[config.mk]
export PLATFORM = sky130hd
export DESIGN_NAME = adc_cal_seq
export DESIGN_NICKNAME = d
export VERILOG_FILES = /design/src/rtl/adc_seq_pkg.sv /design/src/rtl/adc_mode_regs.sv /design/src/rtl/adc_strobe_ctr.sv /design/src/rtl/adc_gain_dec.sv /design/src/rtl/adc_step_ctrl.sv /design/src/rtl/adc_cal_seq.sv
export SDC_FILE = /design/constraint.sdc
export NUM_CORES = 1
export LEC_CHECK = 0
export CORE_ASPECT_RATIO = 1.2
export CORE_MARGIN = 3
export CORE_UTILIZATION = 43
export DETAILED_ROUTE_END_ITERATION = 6
export PLACE_DENSITY = 0.78
export SKIP_LAST_GASP = 1
export SYNTH_ARGS = -nofsm -noshare
export SYNTH_HDL_FRONTEND = slang
export SYNTH_HIERARCHICAL = 1
export SYNTH_SLANG_ARGS = --single-unit
[constraint.sdc]
create_clock -name clk -period 1.83 [get_ports clk]
set_input_delay 0.2745 -clock clk [delete_from_list [all_inputs] [get_ports clk]]
set_output_delay 0.2745 -clock clk [all_outputs]
set_load 0.02 [all_outputs]
[src/rtl/adc_seq_pkg.sv]
package adc_seq_pkg;
   localparam int MODE_W = 3;

   localparam logic [MODE_W-1:0] MD_NORMAL    = 3'b000;
   localparam logic [MODE_W-1:0] MD_SYS_OFS   = 3'b100;
   localparam logic [MODE_W-1:0] MD_BACKGND   = 3'b101;
   localparam logic [MODE_W-1:0] MD_ZERO_SELF = 3'b110;
   localparam logic [MODE_W-1:0] MD_FULL_SELF = 3'b111;

   localparam logic [1:0] SEL_EXT   = 2'd0;
   localparam logic [1:0] SEL_SHORT = 2'd1;
   localparam logic [1:0] SEL_REF   = 2'd2;

   function automatic logic is_one_step(input logic [MODE_W-1:0] m);
      return m[MODE_W-1] && (m != MD_BACKGND);
   endfunction
endpackage

[src/rtl/adc_mode_regs.sv]
module adc_mode_regs
   import adc_seq_pkg::*;
#(
   parameter int GAIN_W = 3
) (
   input  logic              clk,
   input  logic              rst,
   input  logic              wr_en,
   input  logic [MODE_W-1:0] wr_mode,
   input  logic [GAIN_W-1:0] wr_gain,
   input  logic              wr_hold,
   input  logic              cal_done,
   output logic [MODE_W-1:0] mode_q,
   output logic [GAIN_W-1:0] gain_q,
   output logic              hold_q
);
   always_ff @(posedge clk) begin
      if (rst) begin
         mode_q <= MD_NORMAL;
         gain_q <= '0;
         hold_q <= 1'b0;
      end else if (wr_en) begin
         mode_q <= wr_mode;
         gain_q <= wr_gain;
         hold_q <= wr_hold;
      end else if (cal_done) begin
         mode_q <= MD_NORMAL;
      end
   end
endmodule

[src/rtl/adc_strobe_ctr.sv]
module adc_strobe_ctr #(
   parameter int LIMIT = 3,
   parameter bit WRAP  = 1'b0,
   localparam int CW   = (LIMIT > 1) ? $clog2(LIMIT) : 1
) (
   input  logic          clk,
   input  logic          rst,
   input  logic          clr,
   input  logic          strobe,
   output logic [CW-1:0] cnt,
   output logic          at_last
);
   localparam logic [CW-1:0] LAST = CW'(LIMIT - 1);

   assign at_last = (cnt == LAST);

   generate
      if (WRAP) begin : g_wrap
         always_ff @(posedge clk) begin
            if (rst || clr)        cnt <= '0;
            else if (strobe)       cnt <= at_last ? '0 : cnt + 1'b1;
         end
      end else begin : g_sat
         always_ff @(posedge clk) begin
            if (rst || clr)               cnt <= '0;
            else if (strobe && !at_last)  cnt <= cnt + 1'b1;
         end
      end
   endgenerate
endmodule

[src/rtl/adc_gain_dec.sv]
module adc_gain_dec #(
   parameter int GAIN_W  = 3,
   localparam int GVAL_W = 1 << GAIN_W
) (
   input  logic [GAIN_W-1:0] gain_code,
   output logic [GVAL_W-1:0] gain_val
);
   generate
      for (genvar i = 0; i < GVAL_W; i++) begin : g_bit
         assign gain_val[i] = (gain_code == GAIN_W'(i));
      end
   endgenerate
endmodule

[src/rtl/adc_step_ctrl.sv]
module adc_step_ctrl
   import adc_seq_pkg::*;
#(
   parameter int SETTLE = 3,
   parameter int SLOT_W = 3
) (
   input  logic              clk,
   input  logic              rst,
   input  logic [MODE_W-1:0] mode_q,
   input  logic              hold,
   input  logic              strobe,
   input  logic              settle_last,
   input  logic [SLOT_W-1:0] slot_cnt,
   input  logic              slot_last,
   input  logic              wr_en,
   input  logic [MODE_W-1:0] wr_mode,
   input  logic              data_rd,
   output logic              cal_done,
   output logic [1:0]        in_sel,
   output logic              ofs_we,
   output logic              fs_we,
   output logic              data_we,
   output logic              rdy_n
);
   localparam logic [SLOT_W-1:0] OFS_SLOT = SLOT_W'(SETTLE - 1);

   logic live, one_step, bg, norm;
   logic word_ev, ofs_ev, fs_ev, bg_ofs, bg_word;

   always_comb begin
      live     = strobe && !hold;
      one_step = is_one_step(mode_q);
      bg       = (mode_q == MD_BACKGND);
      norm     = !mode_q[MODE_W-1];
      cal_done = live && one_step && settle_last;
      bg_ofs   = live && bg && (slot_cnt == OFS_SLOT);
      bg_word  = live && bg && slot_last;
      ofs_ev   = (cal_done && (mode_q != MD_FULL_SELF)) || bg_ofs;
      fs_ev    = cal_done && (mode_q == MD_FULL_SELF);
      word_ev  = (live && norm && settle_last) || bg_word;
   end

   always_comb begin
      unique case (mode_q)
         MD_ZERO_SELF: in_sel = SEL_SHORT;
         MD_FULL_SELF: in_sel = SEL_REF;
         MD_BACKGND:   in_sel = (slot_cnt <= OFS_SLOT) ? SEL_SHORT : SEL_EXT;
         default:      in_sel = SEL_EXT;
      endcase
   end

   always_ff @(posedge clk) begin
      if (rst) begin
         ofs_we  <= 1'b0;
         fs_we   <= 1'b0;
         data_we <= 1'b0;
         rdy_n   <= 1'b1;
      end else begin
         ofs_we  <= ofs_ev;
         fs_we   <= fs_ev;
         data_we <= word_ev;
         if (wr_en && is_one_step(wr_mode)) rdy_n <= 1'b1;
         else if (word_ev)                  rdy_n <= 1'b0;
         else if (data_rd)                  rdy_n <= 1'b1;
      end
   end
endmodule

[src/rtl/adc_cal_seq.sv]
module adc_cal_seq
   import adc_seq_pkg::*;
#(
   parameter int GAIN_W  = 3,
   parameter int SETTLE  = 3,
   localparam int GVAL_W   = 1 << GAIN_W,
   localparam int BG_GROUP = 2 * SETTLE,
   localparam int SLOT_W   = $clog2(BG_GROUP),
   localparam int SET_W    = (SETTLE > 1) ? $clog2(SETTLE) : 1
) (
   input  logic              clk,
   input  logic              rst,
   input  logic              wr_en,
   input  logic [2:0]        wr_mode,
   input  logic [GAIN_W-1:0] wr_gain,
   input  logic              wr_hold,
   input  logic              flt_strobe,
   input  logic              data_rd,
   output logic [2:0]        mode_rd,
   output logic [GVAL_W-1:0] gain_val,
   output logic              flt_hold,
   output logic [1:0]        in_sel,
   output logic              ofs_we,
   output logic              fs_we,
   output logic              data_we,
   output logic              rdy_n
);
   generate
      if (SETTLE < 1) begin : g_bad_settle
         $error("SETTLE must be at least 1");
      end
      if (GAIN_W < 1 || GAIN_W > 4) begin : g_bad_gain
         $error("GAIN_W must be in 1..4");
      end
   endgenerate

   logic [MODE_W-1:0] mode_q;
   logic [GAIN_W-1:0] gain_q;
   logic              hold_q, hold, cal_done;
   logic [SET_W-1:0]  settle_cnt;
   logic              settle_last;
   logic [SLOT_W-1:0] slot_cnt;
   logic              slot_last;

   assign hold = wr_en || hold_q;

   adc_mode_regs #(.GAIN_W(GAIN_W)) u_regs (
      .clk(clk), .rst(rst), .wr_en(wr_en), .wr_mode(wr_mode),
      .wr_gain(wr_gain), .wr_hold(wr_hold), .cal_done(cal_done),
      .mode_q(mode_q), .gain_q(gain_q), .hold_q(hold_q)
   );

   adc_strobe_ctr #(.LIMIT(SETTLE), .WRAP(1'b0)) u_settle (
      .clk(clk), .rst(rst), .clr(hold || cal_done), .strobe(flt_strobe),
      .cnt(settle_cnt), .at_last(settle_last)
   );

   adc_strobe_ctr #(.LIMIT(BG_GROUP), .WRAP(1'b1)) u_slot (
      .clk(clk), .rst(rst), .clr(hold || (mode_q != MD_BACKGND)),
      .strobe(flt_strobe), .cnt(slot_cnt), .at_last(slot_last)
   );

   adc_gain_dec #(.GAIN_W(GAIN_W)) u_gain (
      .gain_code(gain_q), .gain_val(gain_val)
   );

   adc_step_ctrl #(.SETTLE(SETTLE), .SLOT_W(SLOT_W)) u_ctrl (
      .clk(clk), .rst(rst), .mode_q(mode_q), .hold(hold),
      .strobe(flt_strobe), .settle_last(settle_last),
      .slot_cnt(slot_cnt), .slot_last(slot_last),
      .wr_en(wr_en), .wr_mode(wr_mode), .data_rd(data_rd),
      .cal_done(cal_done), .in_sel(in_sel), .ofs_we(ofs_we),
      .fs_we(fs_we), .data_we(data_we), .rdy_n(rdy_n)
   );

   assign mode_rd  = mode_q;
   assign flt_hold = hold_q;

   logic unused_settle;
   assign unused_settle = ^settle_cnt;
endmodule

* After elaboration in Yosys (flattened, before gate mapping)
Index checks and enable logic that the tools add are counted.
** Storage, ports and cells
- Bits in registers :: 16
- Input bits :: 12
- Output and inout port bits :: 18
- Word-level logic and storage cells :: 63
** Operators by class
- Add/sub/neg operators :: 2
- $lt $le $gt $ge :: 1
- Equal/unequal tests :: 16
- Mux-type cells :: 7
- Reduce and logical (&&, ||, !) cells :: 28
** Operators by type and width (number)
- equality test 3 bit, second input constant :: 8
- logical AND 1 bit :: 14
- equality test 3 x 2 -> 1 bit, second input constant :: 3
- two-way mux 3 bit :: 3
- inequality test 3 bit, second input constant :: 3
- logical OR 1 bit :: 7
- one-hot mux 2 bit (3 select lines) :: 1
- nonzero test 2 bit :: 2
- adder 3 x 1 -> 3 bit, second input constant :: 1
- equality test 3 x 1 -> 1 bit, second input constant :: 1
- <= comparator 3 x 2 -> 1 bit, second input constant :: 1
- zero test 1 bit :: 3
- zero test 3 bit :: 1
- two-way mux 1 bit :: 3
- adder 2 x 1 -> 2 bit, second input constant :: 1
- equality test 2 bit, second input constant :: 1
- OR reduction 2 bit :: 1

* Longest topological paths before layout
- Depth in word-level cells :: 7
- Depth in mapped cells :: 6
- Gate-level depth less buffers :: 6

* Cells and area by module
Netlist, hierarchy kept.
** By module, submodules not included
- adc_mode_regs :: times used 1, cells each 25, area an instance 259.0 um2, sequential area each 140.1 um2
- adc_step_ctrl :: times used 1, cells each 27, area an instance 227.7 um2, sequential area each 80.1 um2
- adc_strobe_ctr (u_slot) :: times used 1, cells each 14, area an instance 137.6 um2, sequential area each 60.1 um2
- adc_strobe_ctr (u_settle) :: times used 1, cells each 9, area an instance 105.1 um2, sequential area each 40.0 um2
- adc_gain_dec :: times used 1, cells each 8, area an instance 65.1 um2, sequential area each 0.0 um2
- adc_cal_seq :: times used 1, cells each 4, area an instance 22.5 um2, sequential area each 0.0 um2

* Least setup slack after synthesis
Ideal clock, no wire load.
- Path kind :: register to register
- Start point :: register u_regs.hold_q
- End point :: register u_settle.cnt[1]
- Library setup time :: 103 ps
- Arrival time :: 1436 ps
- Required time :: 1727 ps
- Setup slack :: 291 ps
- Stages on the path, launching flop included :: 7
- Buffers on the path :: 0
- Period minus slack after synthesis :: 1539 ps
- Cells stage by stage :: dfxtp_1 -> or2_1 -> and3b_1 -> nand2_1 -> nor2_1 -> or3_1 -> a2111oi_2
** On the way
- Word-level cells in the longest chain between the ends :: 7
** RTL lines
- from (decl) :: RTL line adc_mode_regs.sv:15 : output logic hold_q
- from (signal assigned) :: RTL line adc_mode_regs.sv:25 : hold_q <= wr_hold;
- logical OR 1 bit :: RTL line adc_cal_seq.sv:45 : assign hold = wr_en || hold_q;
- via hold :: RTL line adc_cal_seq.sv:39 : logic hold_q, hold, cal_done;
- zero test 1 bit :: RTL line adc_step_ctrl.sv:31 : live = strobe && !hold;
- logical AND 1 bit :: RTL line adc_step_ctrl.sv:31
- logical AND 1 bit (2 in series) :: RTL line adc_step_ctrl.sv:35 : cal_done = live && one_step && settle_last;
- via cal_done :: RTL line adc_cal_seq.sv:39
- logical OR 1 bit :: RTL line adc_cal_seq.sv:54 : .clk(clk), .rst(rst), .clr(hold || cal_done), .strobe(flt_strobe),
- logical OR 1 bit :: RTL line adc_strobe_ctr.sv:25 : if (rst || clr) cnt <= '0;
- to (signal assigned) :: RTL line adc_strobe_ctr.sv:26 : else if (strobe && !at_last) cnt <= cnt + 1'b1;
- to (decl) :: RTL line adc_strobe_ctr.sv:10 : output logic [CW-1:0] cnt,
The timed path passes the listed nets, and every way through them passes these cells.
A chain may end at the register's enable or synchronous reset.

* Worst setup path after layout
- Start point :: register u_regs.gain_q[2]
- End point :: output port gain_val[5]
** On the way
- Word-level cells in the longest chain between the ends :: 1
** RTL lines
- from (decl) :: RTL line adc_mode_regs.sv:14 : output logic [GAIN_W-1:0] gain_q,
- from (signal assigned) :: RTL line adc_mode_regs.sv:24 : gain_q <= wr_gain;
- equality test 3 bit :: RTL line adc_gain_dec.sv:10 : assign gain_val[i] = (gain_code == GAIN_W'(i));
- to (decl) :: RTL line adc_cal_seq.sv:20 : output logic [GVAL_W-1:0] gain_val,
Every way passes these cells.

==> flow_summary.json <==
{
  "maxSlewHeadroom_pct": 82.6,
  "power_frac_comb_pct": 17.8,
  "die_w_um": 45.8,
  "switching_share_pct": 25.0,
  "hpwl_mm": 1.42,
  "synth_area_leaders": "dfxtp_1 39%, mux2i_1 4.9%, a21oi_1 4.3%, and3b_2 3.7%, nand2_1 3.7%",
  "synth_top_area_cell": "dfxtp_1",
  "drtIter0Drc": 6,
  "clock-sinks": 16,
  "area_delta_synth_final_pct": 46.6,
  "drt_pass1_iterations": 3,
  "routed-via-count": 758,
  "crit_required_ns": 1.56,
  "crit_type": "register to output pin",
  "p_sw_w": 0.000185,
  "nets": 138,
  "drive_gt1_share_pct": 21.0,
  "antenna_left": 0,
  "post-synth-top-area-fraction_pct": 39.2,
  "hold_start": "u_regs/mode_q[1]",
  "crit_end": "gain_val[5]",
  "rsz0062_at_grt": "no",
  "period_needed_ns": 1.76,
  "antenna_found_initial": 0,
  "vias_per_cell": 5.34,
  "cts.clk_slew.worst_paths_ns": 0.09,
  "worst-r2r-cell-count": 6,
  "slew_violations": 0,
  "ys.flop_type": "dfxtp_1",
  "design.core.area_mm2": 0.00172,
  "hold_viol": 0,
  "cts_buffers": 3,
  "dp_slack_ns": -0.0500,
  "async_reset_ff_share_pct": 0,
  "die_h_um": 53.8,
  "yosys_register_bits": 16,
  "worstPathMaxFanout": 9,
  "cp-start-kind": "register",
  "p_leak_nw": 0.495,
  "min_period_over_period_pct": 96.4,
  "drv_cap": 0,
  "syn_nets": 100,
  "finalSetupViolCount": 0,
  "synth.most_common_cell": "dfxtp_1",
  "r2r_start": "u_regs/hold_q",
  "skew_ns": 0.000902,
  "synth_edf_count": 0,
  "hp-class": "register to register",
  "wl_mm": 1.79,
  "detail_route.wl_per_cell_um": 12.6,
  "start_util_pct": 47.5,
  "seq_area_frac_synth_pct": 39.2,
  "setup_slack_ns": 0.0660,
  "ir_drop_v": 0.000555,
  "fmax_mhz": 567,
  "clk_latency_ns": 0.28,
  "synth_warnings": 6,
  "gr-usage-all-layers_pct": 17.2,
  "drc": 0,
  "row_count": 16,
  "cts-htree-levels": 1,
  "dieArea_mm2": 0.00246,
  "n_antenna_cell": 0,
  "grt_overflow_total": 0,
  "worst_pin_slew_ns": 0.258,
  "r2r-end": "u_settle/cnt[1]",
  "gp_congestion": 0.763,
  "ff2ff_setup_slack_ns": 0.32,
  "grt_pass1_wl_mm": 3.06,
  "clockBufferDepth": 2,
  "synthCells": 87,
  "grt_pass1_vias": 750,
  "cts_tree": "built",
  "io_pins": 30,
  "port_buffers": 29,
  "grt_max_degree": 13,
  "netlist_top_cells_count": "16 x dfxtp_1, 8 x nand2_1, 8 x nor2_1",
  "synth_cell_types": 32,
  "clkPwrFrac_pct": 31.4,
  "end_kind": "output pin",
  "crit_path_start": "u_regs/gain_q[2]",
  "p_int_w": 0.000556,
  "pwr-share-seq_pct": 50.9,
  "syn_area_um2": 817,
  "status": "finished, final reports clean",
  "arrival_ns": 1.49,
  "powerDensity_mw_per_mm2": 619,
  "fin_util_pct": 69.5,
  "postSynthAreaPerCell_um2": 9.39,
  "clockRootBuffer": "clkbuf_4"
}
worst max-delay path: stages, from the launching register on:
cell	delay [ns]
dfxtp_2	0.40
and3b_2	0.20
clkdlybuf4s50_1	0.60
power by group through the flow:
stage / Combinational, W / Sequential [W] / Clock, W
3_3_place_gp: 0.000134 / 0.000383 / 0
5_1_grt: 0.000143 / 0.000380 / 0.000252
2_1_floorplan: 0.0000606 / 0.000385 / 0
4_1_cts: 0.000133 / 0.000377 / 0.000238
3_5_place_dp: 0.000136 / 0.000384 / 0
6_report: 0.000132 / 0.000377 / 0.000233
registers in the layout, indices dropped and copies added (netlist names):
signal	flops
u_regs/gain_q	3
u_regs/mode_q	3
u_slot/cnt	3
u_settle/cnt	2
u_ctrl/data_we	1
u_ctrl/fs_we	1
u_ctrl/ofs_we	1
u_ctrl/rdy_n	1
u_regs/hold_q	1
repair_timing:
action,CTS,global route
pin swaps,0,0
gates resized for setup,8,3
endpoints found under the setup margin,9,2
buffers inserted,0,0
hold buffers,0,0
metal layers:
layer / GRT usage [%] / wire, µm
met1: 18.8 / 774
met2: 29.5 / 860
met3: 4.01 / 122
met4: 9.95 / 33
met5: 0 / 0
cell type report:
cell class                 count  area (µm²)
tap                           18        22.5
clock buffer                   4        36.3
inverter                       2        7.51
timing repair buffer          34         325
multi-input combinational     68         478
sequential                    16         328
fill                         145         524
placed cells by master (no fill, tap or decap), types with 2 or more instances in the layout:
| cell type | Yosys | layout |
|---|---|---|
| clkdlybuf4s50_1 | 0 | 24 |
| dfxtp_1 | 16 | 10 |
| nand2_1 | 8 | 8 |
| nor2_1 | 8 | 8 |
| a21oi_1 | 7 | 7 |
| dfxtp_2 | 0 | 6 |
| buf_4 | 0 | 5 |
| dlygate4sd2_1 | 0 | 4 |
| nor3b_1 | 4 | 4 |
| nor3_1 | 4 | 4 |
| mux2i_1 | 4 | 4 |
| clkbuf_4 | 0 | 3 |
| nor2b_1 | 3 | 3 |
| and3b_2 | 3 | 3 |
| or3b_1 | 3 | 3 |
| or3_1 | 2 | 2 |
| inv_1 | 2 | 2 |
| xnor2_1 | 2 | 2 |
| a21boi_0 | 2 | 2 |
| o21a_1 | 2 | 2 |
how the worst min path moves through the flow:
stage	end	slack, ns	cells past startpoint
global placement	u_settle/cnt[1]	0.52	2
detailed placement	u_ctrl/fs_we	0.52	2
floorplan	u_regs/mode_q[0]	0.34	1
global route	u_ctrl/fs_we	0.51	2
finish	u_ctrl/fs_we	0.50	2
CTS	u_ctrl/fs_we	0.54	2
logic make-up (layout without fill, tap and decap cells):
kind of cell               Yosys count  in the layout  share of synthesized area [%]
AOI/OAI and AO/OA                   14             14                           12.4
adders and majority gates            1              1                           1.53
DFF                                 16             16                           39.2
buffers and inverters                3             40                           2.30
xor gates and xnor gates             2              2                           2.14
muxes                                4              4                           4.90
and+or+nand+nor                     47             47                           37.5
stage by stage:
step | hold slack (ns) | cell area, µm² | power, W | TNS [ns] | cells
finish | 0.503 | 1200 | 0.000741 | 0 | 142
global route | 0.514 | 1200 | 0.000775 | 0 | 142
CTS | 0.536 | 1190 | 0.000748 | 0 | 142
detailed placement | 0.520 | 1160 | 0.000519 | -0.0578 | 138
global placement | 0.519 | 1160 | 0.000517 | 0 | 138
floorplan | 0.344 | 817 | 0.000446 | 0 | 87
(Power assumes the default switching activity.)
